**src/rtl/uart_tx_pkg.sv**
```systemverilog
// Shared types for the serial transmit channel.
package uart_tx_pkg;
    // Ninth-bit selection codes.
    typedef enum logic [2:0] {
        PAR_NONE  = 3'd0,
        PAR_EVEN  = 3'd1,
        PAR_ODD   = 3'd2,
        PAR_SPACE = 3'd3,
        PAR_MARK  = 3'd4,
        PAR_ADDR  = 3'd5
    } par_mode_e;

    // Shifter phases.
    typedef enum logic [1:0] {
        SH_IDLE = 2'd0,
        SH_DATA = 2'd1,
        SH_STOP = 2'd2
    } sh_phase_e;
endpackage

```
**src/rtl/uart_tx_hold.sv**
```systemverilog
// Single-entry holding stage. Accepts a write only when empty; the shifter
// empties it with take, a break release empties it with flush.
// Assumes take is raised only while full.
module uart_tx_hold #(
    parameter int DATA_MAX = 8
) (
    input  logic                clk,
    input  logic                rst_n,
    input  logic                wr_valid,
    input  logic [DATA_MAX-1:0] wr_data,
    input  logic                wr_bit9,
    input  logic                take,
    input  logic                flush,
    output logic                full,
    output logic [DATA_MAX-1:0] data,
    output logic                bit9
);
    // Occupancy flag and stored character.
    always_ff @(posedge clk) begin
        if (!rst_n) begin
            full <= 1'b0;
            data <= '0;
            bit9 <= 1'b0;
        end else if (flush || take) begin
            full <= 1'b0;
        end else if (wr_valid && !full) begin
            full <= 1'b1;
            data <= wr_data;
            bit9 <= wr_bit9;
        end
    end
endmodule

```
**src/rtl/uart_tx_shift.sv**
```systemverilog
// Frame builder and shifter. On load it latches a framed character
// (start, data LSB first, optional ninth bit) plus the clamped stop
// length, then steps one bit per TICKS_PER_BIT enables and holds mark for
// the stop period. done pulses in the cycle the stop period ends.
// Assumes DATA_MAX >= 5 and load only while idle.
module uart_tx_shift
    import uart_tx_pkg::*;
#(
    parameter int TICKS_PER_BIT = 16,
    parameter int DATA_MAX      = 8
) (
    input  logic                                   clk,
    input  logic                                   rst_n,
    input  logic                                   tick,
    input  logic                                   load,
    input  logic                                   abort,
    input  logic [DATA_MAX-1:0]                    ld_data,
    input  logic [1:0]                             ld_len,
    input  logic [2:0]                             ld_par,
    input  logic                                   ld_bit9,
    input  logic [$clog2(2*TICKS_PER_BIT+1)-1:0]   ld_stop,
    output logic                                   busy,
    output logic                                   line,
    output logic                                   done
);
    localparam int FW   = DATA_MAX + 2;
    localparam int CW   = $clog2(TICKS_PER_BIT);
    localparam int SW   = $clog2(2*TICKS_PER_BIT+1);
    localparam int NW   = $clog2(FW+1);
    localparam logic [CW-1:0] TICK_LAST = CW'(TICKS_PER_BIT-1);
    localparam logic [SW-1:0] STOP_MIN  = SW'(TICKS_PER_BIT);
    localparam logic [SW-1:0] STOP_MAX  = SW'(2*TICKS_PER_BIT);

    sh_phase_e        phase;
    logic [FW-1:0]    shreg, frame_nx;
    logic [NW-1:0]    bits_left, nbits_nx;
    logic [CW-1:0]    tick_cnt;
    logic [SW-1:0]    stop_cnt, stop_len, stop_nx;

    // Build the frame image and stop length for the character being loaded.
    always_comb begin
        int   nd;
        logic acc, pbit, has_p;
        nd = DATA_MAX - 3 + int'(ld_len);
        frame_nx = '1;
        frame_nx[0] = 1'b0;
        acc = 1'b0;
        for (int i = 0; i < DATA_MAX; i++) begin
            if (i < nd) begin
                frame_nx[i+1] = ld_data[i];
                acc = acc ^ ld_data[i];
            end
        end
        has_p = 1'b1;
        pbit  = 1'b0;
        case (ld_par)
            PAR_EVEN:  pbit = acc;
            PAR_ODD:   pbit = ~acc;
            PAR_SPACE: pbit = 1'b0;
            PAR_MARK:  pbit = 1'b1;
            PAR_ADDR:  pbit = ld_bit9;
            default:   has_p = 1'b0;
        endcase
        if (has_p) frame_nx[nd+1] = pbit;
        nbits_nx = NW'(nd + 1 + int'(has_p));
        if (ld_stop < STOP_MIN)      stop_nx = STOP_MIN;
        else if (ld_stop > STOP_MAX) stop_nx = STOP_MAX;
        else                         stop_nx = ld_stop;
    end

    // Phase sequencing, bit stepping and stop counting.
    always_ff @(posedge clk) begin
        if (!rst_n) begin
            phase     <= SH_IDLE;
            shreg     <= '1;
            bits_left <= '0;
            tick_cnt  <= '0;
            stop_cnt  <= '0;
            stop_len  <= STOP_MIN;
        end else if (abort) begin
            phase <= SH_IDLE;
        end else begin
            case (phase)
                SH_IDLE: if (load) begin
                    phase     <= SH_DATA;
                    shreg     <= frame_nx;
                    bits_left <= nbits_nx;
                    stop_len  <= stop_nx;
                    tick_cnt  <= '0;
                end
                SH_DATA: if (tick) begin
                    if (tick_cnt == TICK_LAST) begin
                        tick_cnt <= '0;
                        shreg    <= {1'b1, shreg[FW-1:1]};
                        if (bits_left == NW'(1)) begin
                            phase    <= SH_STOP;
                            stop_cnt <= '0;
                        end else begin
                            bits_left <= bits_left - NW'(1);
                        end
                    end else begin
                        tick_cnt <= tick_cnt + CW'(1);
                    end
                end
                SH_STOP: if (tick) begin
                    if (stop_cnt == stop_len - SW'(1)) phase <= SH_IDLE;
                    else                               stop_cnt <= stop_cnt + SW'(1);
                end
                default: phase <= SH_IDLE;
            endcase
        end
    end

    assign busy = (phase != SH_IDLE);
    assign line = (phase == SH_DATA) ? shreg[0] : 1'b1;
    assign done = (phase == SH_STOP) && tick && !abort &&
                  (stop_cnt == stop_len - SW'(1));
endmodule

```
**src/rtl/uart_tx_rts.sv**
```systemverilog
// Request-to-send register. Command pulses set or clear it (assert wins);
// with auto mode on, the final character leaving clears it.
module uart_tx_rts (
    input  logic clk,
    input  logic rst_n,
    input  logic rts_assert,
    input  logic rts_negate,
    input  logic auto_en,
    input  logic last_done,
    output logic rts_n
);
    // Active-low output state with command priority over auto clear.
    always_ff @(posedge clk) begin
        if (!rst_n)                     rts_n <= 1'b1;
        else if (rts_assert)            rts_n <= 1'b0;
        else if (rts_negate)            rts_n <= 1'b1;
        else if (auto_en && last_done)  rts_n <= 1'b1;
    end
endmodule

```
**src/rtl/uart_tx_flow.sv**
```systemverilog
// Transmit channel top: holding stage, shifter, break control, start gating
// by enable and clear-to-send, and request-to-send control.
// Assumes tick16 is a single-cycle enable at 16x the bit rate.
module uart_tx_flow #(
    parameter int TICKS_PER_BIT = 16,
    parameter int DATA_MAX      = 8
) (
    input  logic                                  clk,
    input  logic                                  rst_n,
    input  logic                                  tick16,
    input  logic                                  tx_en,
    input  logic [1:0]                            cfg_len,
    input  logic [2:0]                            cfg_parity,
    input  logic [$clog2(2*TICKS_PER_BIT+1)-1:0]  cfg_stop_ticks,
    input  logic                                  cfg_cts_en,
    input  logic                                  cts_n,
    input  logic                                  cfg_auto_rts,
    input  logic                                  rts_assert,
    input  logic                                  rts_negate,
    input  logic                                  brk_start,
    input  logic                                  brk_stop,
    input  logic                                  wr_valid,
    input  logic [DATA_MAX-1:0]                   wr_data,
    input  logic                                  wr_addr_bit,
    output logic                                  txd,
    output logic                                  tx_rdy,
    output logic                                  tx_empty,
    output logic                                  rts_n
);
    logic                hold_full, hold_bit9, busy, line, sh_done;
    logic                brk_q, start_ok, flush;
    logic [DATA_MAX-1:0] hold_data;

    // Break state: start pulse sets, stop pulse clears.
    always_ff @(posedge clk) begin
        if (!rst_n)         brk_q <= 1'b0;
        else if (brk_start) brk_q <= 1'b1;
        else if (brk_stop)  brk_q <= 1'b0;
    end

    assign flush    = brk_stop && brk_q && !brk_start;
    assign start_ok = !busy && hold_full && tx_en && !brk_q &&
                      !(cfg_cts_en && cts_n);

    uart_tx_hold #(.DATA_MAX(DATA_MAX)) u_hold (
        .clk(clk), .rst_n(rst_n),
        .wr_valid(wr_valid), .wr_data(wr_data), .wr_bit9(wr_addr_bit),
        .take(start_ok), .flush(flush),
        .full(hold_full), .data(hold_data), .bit9(hold_bit9)
    );

    uart_tx_shift #(.TICKS_PER_BIT(TICKS_PER_BIT), .DATA_MAX(DATA_MAX)) u_shift (
        .clk(clk), .rst_n(rst_n), .tick(tick16),
        .load(start_ok), .abort(brk_start),
        .ld_data(hold_data), .ld_len(cfg_len), .ld_par(cfg_parity),
        .ld_bit9(hold_bit9), .ld_stop(cfg_stop_ticks),
        .busy(busy), .line(line), .done(sh_done)
    );

    uart_tx_rts u_rts (
        .clk(clk), .rst_n(rst_n),
        .rts_assert(rts_assert), .rts_negate(rts_negate),
        .auto_en(cfg_auto_rts), .last_done(sh_done && !hold_full),
        .rts_n(rts_n)
    );

    assign txd      = brk_q ? 1'b0 : line;
    assign tx_rdy   = !hold_full;
    assign tx_empty = !hold_full && !busy && !brk_q;
endmodule

```
**config.mk**
```make
export PLATFORM = sky130hd
export DESIGN_NAME = uart_tx_flow
export DESIGN_NICKNAME = d
export VERILOG_FILES = /design/src/rtl/uart_tx_pkg.sv /design/src/rtl/uart_tx_hold.sv /design/src/rtl/uart_tx_shift.sv /design/src/rtl/uart_tx_rts.sv /design/src/rtl/uart_tx_flow.sv
export SDC_FILE = /design/constraint.sdc
export NUM_CORES = 1
export LEC_CHECK = 0
export ABC_CLOCK_PERIOD_IN_PS = 3000
export BUFFER_PORTS_ARGS = -buffer_cell sky130_fd_sc_hd__buf_2
export CAP_MARGIN = 0
export CORE_MARGIN = 1.5
export CORE_UTILIZATION = 60
export CTS_BUF_LIST = sky130_fd_sc_hd__clkbuf_8
export CTS_CLUSTER_SIZE = 28
export DETAILED_ROUTE_END_ITERATION = 6
export PLACE_DENSITY = 0.92
export SKIP_LAST_GASP = 1
export SLEW_MARGIN = 10
export SYNTH_ARGS = -nofsm -noshare
export SYNTH_HDL_FRONTEND = slang
export SYNTH_SLANG_ARGS = --single-unit
export TNS_END_PERCENT = 20
```
**constraint.sdc**
```tcl
create_clock -name clk -period 3 [get_ports clk]
set_input_delay 0.3 -clock clk [delete_from_list [all_inputs] [get_ports clk]]
set_output_delay 0.3 -clock clk [all_outputs]
set_load 0.1 [all_outputs]
```
## After elaboration in Yosys (flattened, before gate mapping)

Cells that the tools add are included.

| storage, ports and cells | value |
|---|---|
| input port bits | 32 |
| register bits after elaboration | 44 |

| operators by class | value |
|---|---|
| reduce and logical (&&, ||, !) cells | 38 |
| multiplexer cells | 57 |
| bitwise operators | 11 |
| equal/unequal tests | 18 |
| magnitude comparators | 12 |
| $add $sub $neg | 7 |

Operator list:

| kind | count |
|---|---|
| $lt A4 B32 Y1 const A | 4 |
| $lt A3 B32 Y1 const A | 2 |
| $mux W6 | 7 |
| $mux W10 | 4 |
| $ge A32 B1 Y1 const B | 1 |
| $lt A1 B32 Y1 const A | 1 |
| $lt A2 B32 Y1 const A | 1 |
| $lt A32 B6 Y1 const B | 1 |
| $mux W4 | 7 |
| $mux W1 | 25 |
| $pmux W10 S2 | 1 |
| $logic_and A1 B1 Y1 | 16 |
| $pmux W4 S2 | 2 |
| $mux W2 | 6 |
| $ne A2 B2 Y1 const B | 6 |
| $pmux W6 S2 | 1 |
| $reduce_and A6 Y1 | 2 |
| $bwmux W10 | 1 |
| $reduce_bool A2 Y1 | 4 |
| $reduce_and A7 Y1 | 1 |
| $xor A1 B1 Y1 | 7 |
| $add A6 B1 Y6 const B | 1 |
| $eq A3 B2 Y1 const B | 2 |
| $eq A3 B3 Y1 const B | 2 |
| 29 further kinds | 38 |

## Logic depth before layout (Yosys ltp)

Gate-level depths: netlist (run 1).

| depth | value |
|---|---|
| depth after elaboration | 23 |
| mapped depth | 9 |
| depth with buffers taken out | 9 |

## Modules after synthesis

From an unflattened synthesis (run 1), not the netlist that was laid out.

| second synthesis, totals | value |
|---|---|
| cells, all modules | 328 |
| area, all modules | 2790.2 um^2 |

By module, submodules not included:

| module | cells each | area an instance (um^2) | times used | seq. area each (um^2) |
|---|---|---|---|---|
| uart_tx_shift | 272 | 2252.2 | 1 | 640.6 |
| uart_tx_hold | 43 | 415.4 | 1 | 200.2 |
| uart_tx_flow | 10 | 85.1 | 1 | 20.0 |
| uart_tx_rts | 3 | 37.5 | 1 | 20.0 |

## Worst setup path after synthesis (run 1)

No wires, ideal clock.

| timing | value |
|---|---|
| kind | reg2out |
| start | register u_shift.phase[0] |
| end | output tx_empty |
| cell stages (with the launch flop) | 3 |
| data required time | 2.700 ns |
| arrival time | 3.378 ns |
| setup slack | -0.678 ns |
| buffers on the path | 1 |
| path through | dfxtp_1 buf_2 nor4_1 |

| on the way | value |
|---|---|
| cells in the longest elaborated chain, start to end | 4 |

Ends and longest elaborated chain:

| element | line | RTL |
|---|---|---|
| start, declared | uart_tx_shift.sv:34 | `sh_phase_e phase;` |
| start signal, assigned | uart_tx_shift.sv:74 | `phase <= SH_IDLE;` |
| start signal, assigned | uart_tx_shift.sv:81 | `phase <= SH_IDLE;` |
| start signal, assigned | uart_tx_shift.sv:85 | `phase <= SH_DATA;` |
| $reduce_bool A2 Y1 | uart_tx_shift.sv:114 | `assign busy = (phase != SH_IDLE);` |
| $logic_not A1 Y1 | uart_tx_flow.sv:69 | `assign tx_empty = !hold_full && !busy && !brk_q;` |
| $logic_and A1 B1 Y1 (2 in series) | uart_tx_flow.sv:69 |  |
| end, declared | uart_tx_flow.sv:27 | `output logic tx_empty,` |

No other way between the ends.

## Worst setup path after layout (run 1)

| timing | value |
|---|---|
| start | register u_shift.bits_left[0] |
| end | register u_shift.stop_cnt[5] |

| on the way | value |
|---|---|
| cells in the longest elaborated chain, start to end | 3 |

Ends and longest elaborated chain:

| element | line | RTL |
|---|---|---|
| start, declared | uart_tx_shift.sv:36 | `logic [NW-1:0] bits_left, nbits_nx;` |
| start signal, assigned | uart_tx_shift.sv:87 | `bits_left <= nbits_nx;` |
| start signal, assigned | uart_tx_shift.sv:99 | `bits_left <= bits_left - NW'(1);` |
| $eq A4 B1 Y1 | uart_tx_shift.sv:95 | `if (bits_left == NW'(1)) begin` |
| $ne A2 B1 Y1 (no source line) | n/a |  |
| $reduce_and A7 Y1 (no source line) | n/a |  |
| end signal, assigned | uart_tx_shift.sv:107 | `else stop_cnt <= stop_cnt + SW'(1);` |
| end, declared | uart_tx_shift.sv:38 | `logic [SW-1:0] stop_cnt, stop_len, stop_nx;` |

No other way between the ends.
A chain may end at the register's enable or synchronous reset.

==> results of run 1 <==
synth_stat cells (5+ instances only):
cell type and n:
o21ai_1 7, a21oi_1 12, nor2b_1 17, ha_1 15, o211ai_1 5, nand2_1 47
a21boi_1 6, mux2i_1 15, nor2_1 27, nand4_1 5, nand3_1 14, o21ai_0 7
inv_1 13, clkbuf_1 9, nand2b_1 10, xnor2_1 13, dfxtp_1 44, nor3_1 7
worst paths after layout:
path | to | slack, ns | cells after the start
setup / recovery | u_shift.stop_cnt[5] | 0.78 | 7
hold / removal | u_rts.rts_n | 0.17 | 2
setup reg to reg | u_shift.stop_cnt[5] | 0.78 | 7
hold reg to reg | u_shift.stop_len[5] | 0.48 | 2
layer usage:
layer | vias up | global-route usage (%) | share of wire (%)
li1 | 1188 | - | -
met1 | 1100 | 32.2 | 49
met2 | 60 | 39.0 | 45
met3 | 6 | 5.38 | 4.7
met4 | 0 | 9.59 | 1.4
met5 | - | 0 | 0
metrics by stage:
| step | setup slack, ns | total power [µW] | std cells |
|---|---|---|---|
| after floorplan | 0.292 | 796 | 322 |
| after global placement | 0.846 | 847 | 398 |
| after detailed placement | 0.766 | 855 | 398 |
| after CTS | 0.815 | 1320 | 406 |
| after global routing | 0.580 | 1370 | 406 |
| final | 0.775 | 1320 | 406 |
cell families after synthesis:
logic type | count (synthesis) | synth area share, %
and+or+nand+nor | 139 | 25.7
AOI/OAI and AO/OA | 65 | 17.5
DFF | 44 | 33.3
buffers and inverters | 26 | 4.12
xor gates and xnor gates | 17 | 6.15
muxes | 16 | 6.20
adders and majority gates | 15 | 7.10
critical path: stages, from the launching register on:
cell and delay, ns:
dfxtp_1 0.43, ha_1 0.21, nor3b_1 0.29, a31oi_1 0.22, nor3_1 0.43, nand3_1 0.15, a211oi_2 0.24, mux2i_1 0.19
power groups by stage:
stage	clock network [µW]	registers, µW	logic [µW]
floorplan	0	633	162
CTS	479	619	224
global route	502	622	248
global placement	0	632	215
detailed placement	0	633	223
finish	475	620	225
sequential cells by signal, indices dropped and copies added (netlist names):
register and flops:
u_shift.shreg 10, u_hold.data 8, u_shift.stop_cnt 6, u_shift.stop_len 6, u_shift.bits_left 4, u_shift.tick_cnt 4, u_shift.phase 2, brk_q 1
u_hold.bit9 1, u_hold.full 1, u_rts.rts_n 1
area by class of cell:
cell class	count	area [µm²]
inverters	13	48.8
clock inverters	3	46.3
clock buffers	5	68.8
fillers	309	1140
repair buffers	39	205
well taps	50	62.6
multi-input cells	252	1660
flip-flops and latches	44	881
==> metrics, run 1 <==
outcome=completed; most frequent cells in the layout=nand2_1, dfxtp_1, buf_2; Worst slew margin=57.9%; drt wl/cell=13.9 µm; Pint=944 µW; min cycle time layout=2.22 ns; Setup TNS Final=0 ns; CTS tree=done; max-slew violation count=0; Placer Congestion=0.882; measured slew at the worst slew-check pin=0.629 ns; Comb pwr share=17.0%; clk buf depth=2; Worst-Skew Late Latency=0.31 ns; crit path DAT=2.46 ns; CTS buffer count=5; Synth top area share=33.3%; Max Freq=0.449 GHz; Post-DP Area=2860 µm²; Die Ht=69.4 µm; main flop type after synthesis=dfxtp_1; Gate Count Post-Synth=322; number of flops mapped to enable cells by yosys=0; area grow syn2layout=12.4%; die area=4810 µm²; cell taking the most area after synthesis=dfxtp_1; post-cts gate resize count=0; RSZ-0062 raised after global routing=no; Root Buffer=clkbuf_8; vias in the first global route=2,190; Initial Utilization=64.2%; layout cells sized above 1=15.4%; R2R Path Start=u_shift.bits_left[0]; total number of vias=2,354; asr flop ratio synth=0%; Fin. Hold Viols=0; initial antenna violation count=0; # DRC=0; first-pass GRT wire length=9720 µm; Min Hold Slack=0.166 ns; Net count, final=402; fin crit share=74.2%; antenna fix cells=0; Hold Path Origin=rts_assert; chip width=69.4 µm; Switch Pwr=375 µW; overflow left after global routing=0; fin util=72.2%; core area=4120 µm²; H-tree Lvls=2; switching share of power=28.4%; drt first pass iters=4; crit start category=flop; clock sinks=44; CTS Hold Bufs=0; syn nets=369; pin count of the biggest net entering global routing=22; CP Capture Type=flop; Yosys cell types=50; Global Route Usage Sum=24.5%; Synth Register Bits=44; number of max-cap violations=0; Synth area leaders=dfxtp_1, ha_1, nand2_1; skew final=0.0114 ns; # rows=23; sequential share of power=47.0%; CP required=3.24 ns; clock power share=36.0%; DR iter-0 viols=194; sequential fraction of the synthesis area=33.3%; Top Ports=36; final wirelength=5650 µm; vias per cell=5.80; Mean Syn Cell Area=8.21 µm²; Final setup viols=0; Finished Cell Area=2970 µm²; Hold/Removal Path Class=input pin to flop; largest vdd supply drop=284 µV; PwrDens=444 nW/µm²; Worst Setup Path Type=flop to flop; final antenna-violating net count=0; Detailed Place HPWL=4090 µm; most common cell after layout, fill and taps aside=nand2_1; clock-pin slew on the worst setup and hold paths=0.08 ns; synthesis warning total=0; IO Port Bufs=35; crit-path max FO=5; P_leak=0.00123 µW; postcts setup bufs=0; Synth Cell Area=2640 µm²; critical path startpoint=u_shift.bits_left[0]
Power figures use the tool's default switching activity.
==> run 2: changes to the inputs <==
--- a/config.mk
+++ b/config.mk
@@ -5,7 +5,7 @@
 export SDC_FILE = /design/constraint.sdc
 export NUM_CORES = 1
 export LEC_CHECK = 0
-export ABC_CLOCK_PERIOD_IN_PS = 3000
+export ABC_CLOCK_PERIOD_IN_PS = 2200
 export BUFFER_PORTS_ARGS = -buffer_cell sky130_fd_sc_hd__buf_2
 export CAP_MARGIN = 0
 export CORE_MARGIN = 1.5
==> constraint.sdc (replaced) <==
create_clock -name clk -period 2.2 [get_ports clk]
set_input_delay 0.22 -clock clk [delete_from_list [all_inputs] [get_ports clk]]
set_output_delay 0.22 -clock clk [all_outputs]
set_load 0.1 [all_outputs]
==> run 2 against run 1 <==
- global-route usage increased by 2.3 points
- maximum frequency increased by 5.1%
- clock skew decreased by 0.00060 ns
- critical path type unchanged
- cell area increased by 2.3%
- largest cell class unchanged
- die area unchanged
- largest power group unchanged
- critical endpoint unchanged
- sequential cell count unchanged
- first-iteration DRC count increased by 22%
- total power increased by 37%
- core utilization increased by 1.7 points
==> metrics, run 2 (synthesis gave the netlist of run 1 again) <==
min cycle time layout=2.12 ns; P_leak=0.00126 µW; DP Cell Count=402; PwrDens=592 nW/µm²; Min Hold Slack=0.0822 ns; switching share of power=28.5%; pin count of the biggest net entering global routing=25; CP Capture Type=flop; clock power share=35.4%; Fill cells=319; first-pass GRT wire length=10,500 µm; antenna fix cells=0; CTS tree=done; largest vdd supply drop=434 µV; Die Ht=69.4 µm; clock-pin slew on the worst setup and hold paths=0.08 ns; most common cell after layout, fill and taps aside=nand2_1; Initial Utilization=64.2%; die area=4810 µm²; chip width=69.4 µm; area of the multi-input gates=1690 µm²; Net count, final=407; vias per cell=5.89; H-tree Lvls=2; outcome=completed; Worst slew margin=55.6%; drt first pass iters=4; area grow syn2layout=15.0%; RSZ-0062 raised after global routing=yes; Biggest register=u_shift.shreg; Switch Pwr=514 µW; final wirelength=6210 µm; layout cells sized above 1=17.7%; CP required=2.45 ns; fin crit share=96.2%; drt wl/cell=15.1 µm; measured slew at the worst slew-check pin=0.664 ns; # DRC=0; fin util=73.9%; crit path DAT=2.36 ns; CTS Hold Bufs=0; Top Ports=36; final antenna-violating net count=0; clk buf depth=2; Fin. Hold Viols=0; Comb pwr share=17.7%; Placer Congestion=0.929; max-slew violation count=0; CTS buffer count=5; number of max-cap violations=0; crit-path max FO=5; Max Freq=0.473 GHz; IO Port Bufs=35; total number of vias=2,422; core area=4120 µm²; overflow left after global routing=0; Setup TNS Final=0 ns; Pint=1290 µW; clock sinks=44; skew final=0.0108 ns; DR iter-0 viols=236; Hold/Removal Path Class=input pin to flop; Worst-Skew Late Latency=0.32 ns; Worst Setup Path Type=flop to flop; max FFs per register=10; crit start category=flop; initial antenna violation count=0; most frequent cells in the layout=nand2_1, dfxtp_1, buf_2; # rows=23; Finished Layout Cells=411; Detailed Place HPWL=4360 µm; Global Route Usage Sum=26.7%; Sequential cell area=881 µm²; Final setup viols=0; Largest regs=u_shift.shreg (10), u_hold.data (8); vias in the first global route=2,326; sequential share of power=46.9%; Root Buffer=clkbuf_8
## run 2: changes by cell type in the layout (fill, tap and decap cells not counted), sizes merged
cell    delta
inv        -1
buf        +4
clkinv     +1
a311o      +1
## run 2: worst paths after layout
kind                            slack, ns                 from  depth (start not counted)                  end
worst max-delay path                 0.08  u_shift.stop_len[1]                          8  u_shift.stop_cnt[5]
worst min-delay path                 0.08           rts_assert                          2          u_rts.rts_n
worst max register to register       0.08  u_shift.stop_len[1]                          8  u_shift.stop_cnt[5]
worst min register to register       0.48  u_shift.stop_len[5]                          2  u_shift.stop_len[5]
## run 2: repair_timing
action,CTS,global route
resized for setup,0,4
setup buffers,0,0
setup endpoints to repair,0,7
## run 2: routing by layer
layer | track usage, % | wire, µm | up-vias
li1 | - | - | 1203
met1 | 32.4 | 2740 | 1144
met2 | 45.0 | 3050 | 62
met3 | 6.83 | 291 | 13
met4 | 10.9 | 120 | 0
met5 | 0 | 0 | -
## run 2: power by group through the flow
stage	Clock [µW]	Combinational [µW]	Sequential, µW
2_1_floorplan	0	222	864
3_3_place_gp	0	299	861
3_5_place_dp	0	311	863
4_1_cts	638	315	844
5_1_grt	681	346	848
6_report	638	318	845
## run 2: layout make-up
cell class | count | share of cell area (%)
clock inverter | 3 | 1.40
clock buffer | 5 | 2.26
timing repair buffer | 43 | 8.14
tap | 50 | 2.06
sequential | 44 | 29.0
multi-input combinational | 253 | 55.6
inverter | 13 | 1.60
## run 2: metrics by stage
| step | setup slack [ns] | total power [µW] | area, µm² |
|---|---|---|---|
| 2_1_floorplan | -0.201 | 1090 | 2650 |
| 3_3_place_gp | 0.149 | 1160 | 2900 |
| 3_5_place_dp | 0.0134 | 1170 | 2900 |
| 4_1_cts | 0.0423 | 1800 | 3010 |
| 5_1_grt | -0.0266 | 1880 | 3040 |
| 6_report | 0.0840 | 1800 | 3040 |
## run 2: worst max-delay path, cell delays in order (launching register included)
cell	delay, ns
dfxtp_1	0.40
inv_1	0.06
ha_1	0.22
nand2b_1	0.19
a21oi_1	0.22
o31ai_2	0.11
a311o_2	0.38
a211oi_2	0.27
mux2i_1	0.20
